## src/rtl/rbu_pkg.sv

```systemverilog
package rbu_pkg;
  localparam int CY_POS = 0;
  localparam int AC_POS = 4;
  localparam int Z_POS  = 6;

  typedef enum logic [3:0] {
    OP_ROR   = 4'd0,
    OP_ROL   = 4'd1,
    OP_RORC  = 4'd2,
    OP_ROLC  = 4'd3,
    OP_ROLWC = 4'd4,
    OP_LDC   = 4'd5,
    OP_STC   = 4'd6,
    OP_ANDC  = 4'd7,
    OP_ORC   = 4'd8
  } op_e;

  typedef enum logic [1:0] {
    SRC_ACC  = 2'd0,
    SRC_STAT = 2'd1,
    SRC_DIR  = 2'd2,
    SRC_EXT  = 2'd3
  } src_e;
endpackage

```

## src/rtl/rbu_rotate.sv

```systemverilog
module rbu_rotate
  import rbu_pkg::*;
#(
  parameter int DW = 8,
  parameter int PW = 16
) (
  input  logic [3:0]    op_i,
  input  logic [DW-1:0] acc_i,
  input  logic [PW-1:0] pair_i,
  input  logic          cy_i,
  output logic [DW-1:0] acc_o,
  output logic [PW-1:0] pair_o,
  output logic          cy_o,
  output logic          hit_o
);
  always_comb begin
    acc_o  = acc_i;
    pair_o = pair_i;
    cy_o   = cy_i;
    hit_o  = 1'b1;
    case (op_i)
      OP_ROR:   begin acc_o = {acc_i[0], acc_i[DW-1:1]};    cy_o = acc_i[0];     end
      OP_ROL:   begin acc_o = {acc_i[DW-2:0], acc_i[DW-1]}; cy_o = acc_i[DW-1];  end
      OP_RORC:  begin acc_o = {cy_i, acc_i[DW-1:1]};        cy_o = acc_i[0];     end
      OP_ROLC:  begin acc_o = {acc_i[DW-2:0], cy_i};        cy_o = acc_i[DW-1];  end
      OP_ROLWC: begin pair_o = {pair_i[PW-2:0], cy_i};      cy_o = pair_i[PW-1]; end
      default:  hit_o = 1'b0;
    endcase
  end
endmodule

```

## src/rtl/rbu_bitop.sv

```systemverilog
module rbu_bitop
  import rbu_pkg::*;
#(
  parameter int DW = 8,
  parameter int IW = $clog2(DW)
) (
  input  logic [3:0]    op_i,
  input  logic [1:0]    src_i,
  input  logic [IW-1:0] idx_i,
  input  logic [DW-1:0] acc_i,
  input  logic [DW-1:0] opnd_i,
  input  logic [DW-1:0] stat_i,
  input  logic          cy_i,
  output logic [DW-1:0] acc_o,
  output logic [DW-1:0] opnd_o,
  output logic [DW-1:0] stat_o,
  output logic          cy_o,
  output logic          hit_o
);
  logic [DW-1:0] src_byte;
  logic [DW-1:0] stat_w;
  logic          sel_bit;
  logic          cy_n;
  logic          stat_dst;

  always_comb begin
    case (src_i)
      SRC_ACC:  src_byte = acc_i;
      SRC_STAT: src_byte = stat_i;
      default:  src_byte = opnd_i;
    endcase
  end

  assign sel_bit  = src_byte[idx_i];
  assign stat_dst = (op_i == OP_STC) && (src_i == SRC_STAT);

  always_comb begin
    acc_o  = acc_i;
    opnd_o = opnd_i;
    stat_w = stat_i;
    cy_n   = cy_i;
    hit_o  = 1'b1;
    case (op_i)
      OP_LDC:  cy_n = sel_bit;
      OP_ANDC: cy_n = cy_i & sel_bit;
      OP_ORC:  cy_n = cy_i | sel_bit;
      OP_STC: begin
        case (src_i)
          SRC_ACC:  acc_o[idx_i]  = cy_i;
          SRC_STAT: stat_w[idx_i] = cy_i;
          default:  opnd_o[idx_i] = cy_i;
        endcase
      end
      default: hit_o = 1'b0;
    endcase
  end

  // status-bit write defines the carry; otherwise carry is mirrored into the word
  always_comb begin
    if (stat_dst) begin
      stat_o = stat_w;
      cy_o   = stat_w[CY_POS];
    end else begin
      stat_o         = stat_i;
      stat_o[CY_POS] = cy_n;
      cy_o           = cy_n;
    end
  end
endmodule

```

## src/rtl/rbu_seq.sv

```systemverilog
module rbu_seq
  import rbu_pkg::*;
#(
  parameter int LAT_ACC  = 1,
  parameter int LAT_DIR  = 2,
  parameter int LAT_EXT  = 3,
  parameter int LAT_STAT = 4
) (
  input  logic       clk_i,
  input  logic       rst_ni,
  input  logic       start_i,
  input  logic [3:0] op_i,
  input  logic [1:0] src_i,
  output logic       accept_o,
  output logic       commit_o,
  output logic       busy_o
);
  localparam int LAT_M1  = (LAT_ACC > LAT_DIR) ? LAT_ACC : LAT_DIR;
  localparam int LAT_M2  = (LAT_EXT > LAT_STAT) ? LAT_EXT : LAT_STAT;
  localparam int LAT_MAX = (LAT_M1 > LAT_M2) ? LAT_M1 : LAT_M2;
  localparam int CW      = $clog2(LAT_MAX + 1);

  logic [CW-1:0] lat;
  logic [CW-1:0] cnt_q;
  logic          busy_q;

  always_comb begin
    lat = CW'(1);
    if (op_i == OP_STC) begin
      case (src_i)
        SRC_ACC:  lat = CW'(LAT_ACC);
        SRC_STAT: lat = CW'(LAT_STAT);
        SRC_DIR:  lat = CW'(LAT_DIR);
        default:  lat = CW'(LAT_EXT);
      endcase
    end
  end

  assign accept_o = start_i && !busy_q;
  assign commit_o = (accept_o && lat <= CW'(1)) || (busy_q && cnt_q == CW'(1));
  assign busy_o   = busy_q;

  always_ff @(posedge clk_i or negedge rst_ni) begin
    if (!rst_ni) begin
      busy_q <= 1'b0;
      cnt_q  <= '0;
    end else if (accept_o && lat > CW'(1)) begin
      busy_q <= 1'b1;
      cnt_q  <= lat - CW'(1);
    end else if (busy_q) begin
      cnt_q <= cnt_q - CW'(1);
      if (cnt_q == CW'(1)) busy_q <= 1'b0;
    end
  end

  // counter never wraps while busy
  a_r10_cnt_live: assert property (@(posedge clk_i) disable iff (!rst_ni)
    busy_q |-> cnt_q != '0);
endmodule

```

## src/rtl/rot_bit_unit.sv

```systemverilog
module rot_bit_unit
  import rbu_pkg::*;
#(
  parameter int DW       = 8,
  parameter int PW       = 16,
  parameter int IW       = $clog2(DW),
  parameter int LAT_ACC  = 1,
  parameter int LAT_DIR  = 2,
  parameter int LAT_EXT  = 3,
  parameter int LAT_STAT = 4
) (
  input  logic          clk_i,
  input  logic          rst_ni,
  input  logic          start_i,
  input  logic [3:0]    op_i,
  input  logic [1:0]    src_i,
  input  logic [IW-1:0] idx_i,
  input  logic [DW-1:0] acc_i,
  input  logic [PW-1:0] pair_i,
  input  logic [DW-1:0] opnd_i,
  input  logic [DW-1:0] status_i,
  input  logic          cy_i,
  output logic [DW-1:0] acc_o,
  output logic [PW-1:0] pair_o,
  output logic [DW-1:0] opnd_o,
  output logic [DW-1:0] status_o,
  output logic          cy_o,
  output logic          done_o
);
  logic [DW-1:0] r_acc;
  logic [PW-1:0] r_pair;
  logic          r_cy, r_hit;
  logic [DW-1:0] b_acc, b_opnd, b_stat;
  logic          b_cy, b_hit;
  logic          accept_w, commit_w, busy_w;

  logic [DW-1:0] c_acc, c_opnd, c_stat;
  logic [PW-1:0] c_pair;
  logic          c_cy, c_valid;

  logic [DW-1:0] p_acc, p_opnd, p_stat;
  logic [PW-1:0] p_pair;
  logic          p_cy, p_valid;

  logic [DW-1:0] n_acc, n_opnd, n_stat;
  logic [PW-1:0] n_pair;
  logic          n_cy, n_valid;

  rbu_rotate #(.DW(DW), .PW(PW)) u_rot (
    .op_i  (op_i),
    .acc_i (acc_i),
    .pair_i(pair_i),
    .cy_i  (cy_i),
    .acc_o (r_acc),
    .pair_o(r_pair),
    .cy_o  (r_cy),
    .hit_o (r_hit)
  );

  rbu_bitop #(.DW(DW), .IW(IW)) u_bit (
    .op_i  (op_i),
    .src_i (src_i),
    .idx_i (idx_i),
    .acc_i (acc_i),
    .opnd_i(opnd_i),
    .stat_i(status_i),
    .cy_i  (cy_i),
    .acc_o (b_acc),
    .opnd_o(b_opnd),
    .stat_o(b_stat),
    .cy_o  (b_cy),
    .hit_o (b_hit)
  );

  rbu_seq #(
    .LAT_ACC(LAT_ACC), .LAT_DIR(LAT_DIR), .LAT_EXT(LAT_EXT), .LAT_STAT(LAT_STAT)
  ) u_seq (
    .clk_i   (clk_i),
    .rst_ni  (rst_ni),
    .start_i (start_i),
    .op_i    (op_i),
    .src_i   (src_i),
    .accept_o(accept_w),
    .commit_o(commit_w),
    .busy_o  (busy_w)
  );

  always_comb begin
    c_valid = r_hit | b_hit;
    if (r_hit) begin
      c_acc          = r_acc;
      c_pair         = r_pair;
      c_opnd         = opnd_i;
      c_stat         = status_i;
      c_stat[CY_POS] = r_cy;
      c_cy           = r_cy;
    end else begin
      c_acc  = b_acc;
      c_pair = pair_i;
      c_opnd = b_opnd;
      c_stat = b_stat;
      c_cy   = b_cy;
    end
  end

  // a one-cycle result commits straight from the datapath, longer ones from the hold stage
  always_comb begin
    if (accept_w) begin
      n_acc = c_acc; n_pair = c_pair; n_opnd = c_opnd;
      n_stat = c_stat; n_cy = c_cy; n_valid = c_valid;
    end else begin
      n_acc = p_acc; n_pair = p_pair; n_opnd = p_opnd;
      n_stat = p_stat; n_cy = p_cy; n_valid = p_valid;
    end
  end

  always_ff @(posedge clk_i or negedge rst_ni) begin
    if (!rst_ni) begin
      p_acc <= '0; p_pair <= '0; p_opnd <= '0;
      p_stat <= '0; p_cy <= 1'b0; p_valid <= 1'b0;
    end else if (accept_w) begin
      p_acc <= c_acc; p_pair <= c_pair; p_opnd <= c_opnd;
      p_stat <= c_stat; p_cy <= c_cy; p_valid <= c_valid;
    end
  end

  always_ff @(posedge clk_i or negedge rst_ni) begin
    if (!rst_ni) begin
      acc_o <= '0; pair_o <= '0; opnd_o <= '0;
      status_o <= '0; cy_o <= 1'b0; done_o <= 1'b0;
    end else begin
      done_o <= commit_w;
      if (commit_w && n_valid) begin
        acc_o <= n_acc; pair_o <= n_pair; opnd_o <= n_opnd;
        status_o <= n_stat; cy_o <= n_cy;
      end
    end
  end

  a_r1_ror: assert property (@(posedge clk_i) disable iff (!rst_ni)
    (accept_w && op_i == OP_ROR) |=>
      (acc_o == {$past(acc_i[0]), $past(acc_i[DW-1:1])} && cy_o == $past(acc_i[0])));

  a_r5_rolwc: assert property (@(posedge clk_i) disable iff (!rst_ni)
    (accept_w && op_i == OP_ROLWC) |=>
      (pair_o == {$past(pair_i[PW-2:0]), $past(cy_i)} && acc_o == $past(acc_i)));

  a_r7_and_keeps_opnd: assert property (@(posedge clk_i) disable iff (!rst_ni)
    (accept_w && op_i == OP_ANDC) |=> opnd_o == $past(opnd_i));

  a_r8_cy_mirror: assert property (@(posedge clk_i) disable iff (!rst_ni)
    cy_o == status_o[CY_POS]);

  a_r10_change_with_done: assert property (@(posedge clk_i) disable iff (!rst_ni)
    !$stable({acc_o, pair_o, opnd_o, status_o, cy_o}) |-> done_o);

  a_r10_no_early_done: assert property (@(posedge clk_i) disable iff (!rst_ni)
    (busy_w && !commit_w) |=> !done_o);

  a_r11_unsup_hold: assert property (@(posedge clk_i) disable iff (!rst_ni)
    (accept_w && !c_valid) |=> (done_o && $stable({acc_o, pair_o, opnd_o, status_o, cy_o})));
endmodule

```

## config.mk

```make
export PLATFORM = sky130hd
export DESIGN_NAME = rot_bit_unit
export DESIGN_NICKNAME = d
export VERILOG_FILES = /design/src/rtl/rbu_pkg.sv /design/src/rtl/rbu_rotate.sv /design/src/rtl/rbu_bitop.sv /design/src/rtl/rbu_seq.sv /design/src/rtl/rot_bit_unit.sv
export SDC_FILE = /design/constraint.sdc
export NUM_CORES = 1
export LEC_CHECK = 0
export ABC_AREA = 1
export CAP_MARGIN = 30
export CORE_MARGIN = 8
export CORE_UTILIZATION = 30
export CTS_CLUSTER_DIAMETER = 150
export DETAILED_ROUTE_END_ITERATION = 10
export MAX_ROUTING_LAYER = met4
export PLACE_DENSITY = 0.52
export SLEW_MARGIN = 20
export SYNTH_ARGS = -nofsm -noshare
export SYNTH_HDL_FRONTEND = slang
export SYNTH_SLANG_ARGS = --single-unit
```

## constraint.sdc

```tcl
create_clock -name clk_i -period 1.8 [get_ports clk_i]
set_input_delay 0.27 -clock clk_i [delete_from_list [all_inputs] [get_ports clk_i]]
set_output_delay 0.27 -clock clk_i [all_outputs]
set_load 0.02 [all_outputs]
```

==> impl_metrics.yaml <==
status:
  status: "finished, final reports clean"
floorplanning:
  ios: 95
  placementRows: 45
  start_util_pct: 30.3
  die_y_um: 139
  core_area_um2: 15000
  die_w_um: 139
  dieArea_um2: 19400
drt:
  drt-initial-drc-count: 261
  drt_wl_total_mm: 15.2
  drt-wirelength-per-cell_um: 15.8
  num_vias: 4504
  drc: 0
  final_antenna_net_count: 0
  drt_first_pass_iters: 4
  routed_via_density: 4.69
clocking:
  insertion_delay_ns: 0.35
  cts_tree: "yes"
  cts_sinks: 88
  cts_htree_levels: 3
  path_clk_slew_ns: 0.07
  clockBufferDepth: 2
  root_buffer: "clkbuf_16"
  numCtsBuffers: 9
setup_path:
  r2r_cells: 10
  r2r_end: "opnd_o[1]"
  r2r_start: "u_seq.busy_o"
  cp_top_family: "buffers and inverters"
  crit_top_cell: "nand2_1"
  worstPathRequired_ns: 2.04
  endpoint_kind: "register"
  reg2reg_slack_ns: 0.10
  cp-start-kind: "input pin"
  path_max_fanout: 6
  crit_buf_inv: 5
  cp_cell_sequence: "clkdlybuf4s15_2, inv_2, ha_1, o21ai_2, ha_4, o21ai_4, o22ai_2, nand2_2, buf_6, clkinv_8, clkbuf_16, nand2_1, nand2_1"
  arrival_ns: 1.97
  cp_slowest_cell: "ha_1"
  crit_type: "in2reg"
  cp_slowest_stage_delay_ns: 0.24
global_route:
  grt_pass1_vias: 4671
  grt_max_degree: 54
  grt_pass1_wl_mm: 23.6
  grt-ovfl-total: 0
  antenna_found_initial: 0
  track_usage_pct: 15.6
synth:
  synth_fp_nets: 670
  yosysWarnings: 0
  avgSynthCellArea_um2: 7.49
  synth_area_um2: 4550
  synth-seq-cells: 88
  synth_cell_types: 31
  yosysSeqAreaShare_pct: 48.4
  postSynthCellCount: 608
sta:
  layout_setup_ws_ns: 0.0682
  timing.hold.ws_ns: 0.303
  max_freq_mhz: 577
  hold_viol: 0
  worstMarginPinSlew_ns: 0.316
  period_minus_slack_ns: 1.73
  rsz0062_at_grt: "true"
  fin_crit_sh_pct: 96.2
  setup_viol: 0
  slew_violations: 0
  fin_skew_ns: 0.00809
  max-slew-margin-rel_pct: 78.9
pwr:
  pwr-share-comb_pct: 45.2
  p_switching_w: 0.00331
  leakage_nw: 3.23
  cell_internal_pwr_w: 0.00565
  swShare_pct: 37.0
  irDropWorstVdd_mv: 0.605
  pwr-share-clk_pct: 20.1
  power_density_nw_per_um2: 1300
  power_frac_seq_pct: 34.7
place:
  port-buffer-count: 94
  gp_congestion: 0.844
  post-dp-hpwl_mm: 10.8
  placed_cells_incl_taps: 928
  place_ws_ns: -0.709
layout:
  layout_common_cells: "209 x nand2_1, 88 x dfrtp_1, 87 x clkdlybuf4s50_1, 57 x buf_4, 56 x nor2_1"
  nets: 829
  final_common_cell: "nand2_1"
  antenna_cells: 0
  synthToLayoutAreaGrowth_pct: 51.0
  drive_above_1_share_pct: 18.7
  final_cells: 960
  fin_util_pct: 45.7
hold_path:
  hp-class: "in2async"
flow_run:
  maxCapViolCount: 0
## layer usage
| layer | vias up | wire length (um) | track usage (%) |
|---|---|---|---|
| li1 | 2271 | - | - |
| met5 | - | 0 | - |
| met2 | 97 | 7460 | 25.9 |
| met1 | 2115 | 7030 | 18.8 |
| met3 | 21 | 451 | 2.86 |
| met4 | 0 | 261 | 5.37 |
## cell families after synthesis
group	Yosys count	synth area share, %
xor gates and xnor gates	3	0.577
and+or+nand+nor	319	27.7
buffers and inverters	70	6.73
AOI/OAI and AO/OA	119	14.2
DFF	88	48.4
adders and majority gates	9	2.47
## power by group through the flow
stage / Combinational [W] / Sequential [W] / Clock, W
detailed placement: 0.00352 / 0.00314 / 0
floorplan: 0.00135 / 0.00362 / 0
global placement: 0.00348 / 0.00312 / 0
global route: 0.00441 / 0.00320 / 0.00192
CTS: 0.00378 / 0.00311 / 0.00186
finish: 0.00405 / 0.00311 / 0.00180
## per-stage QoR
stage,cell area (um^2),total power (W),setup TNS (ns)
floorplan,4560,0.00497,0
global placement,6120,0.00661,-32.55
detailed placement,6120,0.00666,-36.67
CTS,6600,0.00875,0
global route,6880,0.00953,-0.152
finish,6880,0.00897,0
## final cells by class
class / count / area [um^2]
Fill cell: 1499 / 8160
Sequential cell: 88 / 2200
Multi-Input combinational cell: 450 / 2190
Timing Repair Buffer: 175 / 1790
Clock buffer: 11 / 243
Tap cell: 188 / 235
Inverter: 43 / 174
Clock inverter: 5 / 40.0
## registers in the layout (all words and copies together) (netlist names)
signal	flops
p_opnd	8
done_o	1
p_cy	1
u_seq.cnt_q	3
opnd_o	8
p_valid	1
status_o	8
acc_o	8
cy_o	1
p_pair	16
p_acc	8
u_seq.busy_o	1
pair_o	16
p_stat	8
## worst max path at each step
stage          slack [ns]          end  depth (start not counted)  startpoint
5_1_grt             -0.03     acc_o[1]                          9    idx_i[2]
6_report             0.07    opnd_o[1]                         13    src_i[0]
4_1_cts              0.01  status_o[3]                         15     op_i[0]
2_1_floorplan        0.03     acc_o[0]                         12     op_i[0]
3_5_place_dp        -0.71         cy_o                         17    src_i[0]
3_3_place_gp        -0.72         cy_o                         17    src_i[0]
## repair_timing
action                     4_1_cts  5_1_grt
pin swaps                        4        9
resized for setup               41       47
hold buffers                     1        0
hold endpoints to repair        11        0
setup endpoints to repair       52       47
buffers inserted                 5        2
gates cloned                     2        6
## Yosys cell counts (all sizes together)
library cell	count	share of area (%)
a211oi	1	0.16
a21oi	54	5.9
a31oi	3	0.41
a41oi	1	0.19
buf	17	2.4
clkbuf	10	0.82
clkinv	1	0.082
dfrtp	88	48
ha	9	2.5
inv	42	3.5
nand2	228	19
nand3	24	2.6
nor2	62	5.2
nor3	5	0.91
o211ai	7	1.2
o21ai	43	4.7
o221ai	1	0.19
o22ai	8	1.2
o31ai	1	0.16
xnor2	2	0.38
xor2	1	0.19
(Power assumes the default switching activity.)
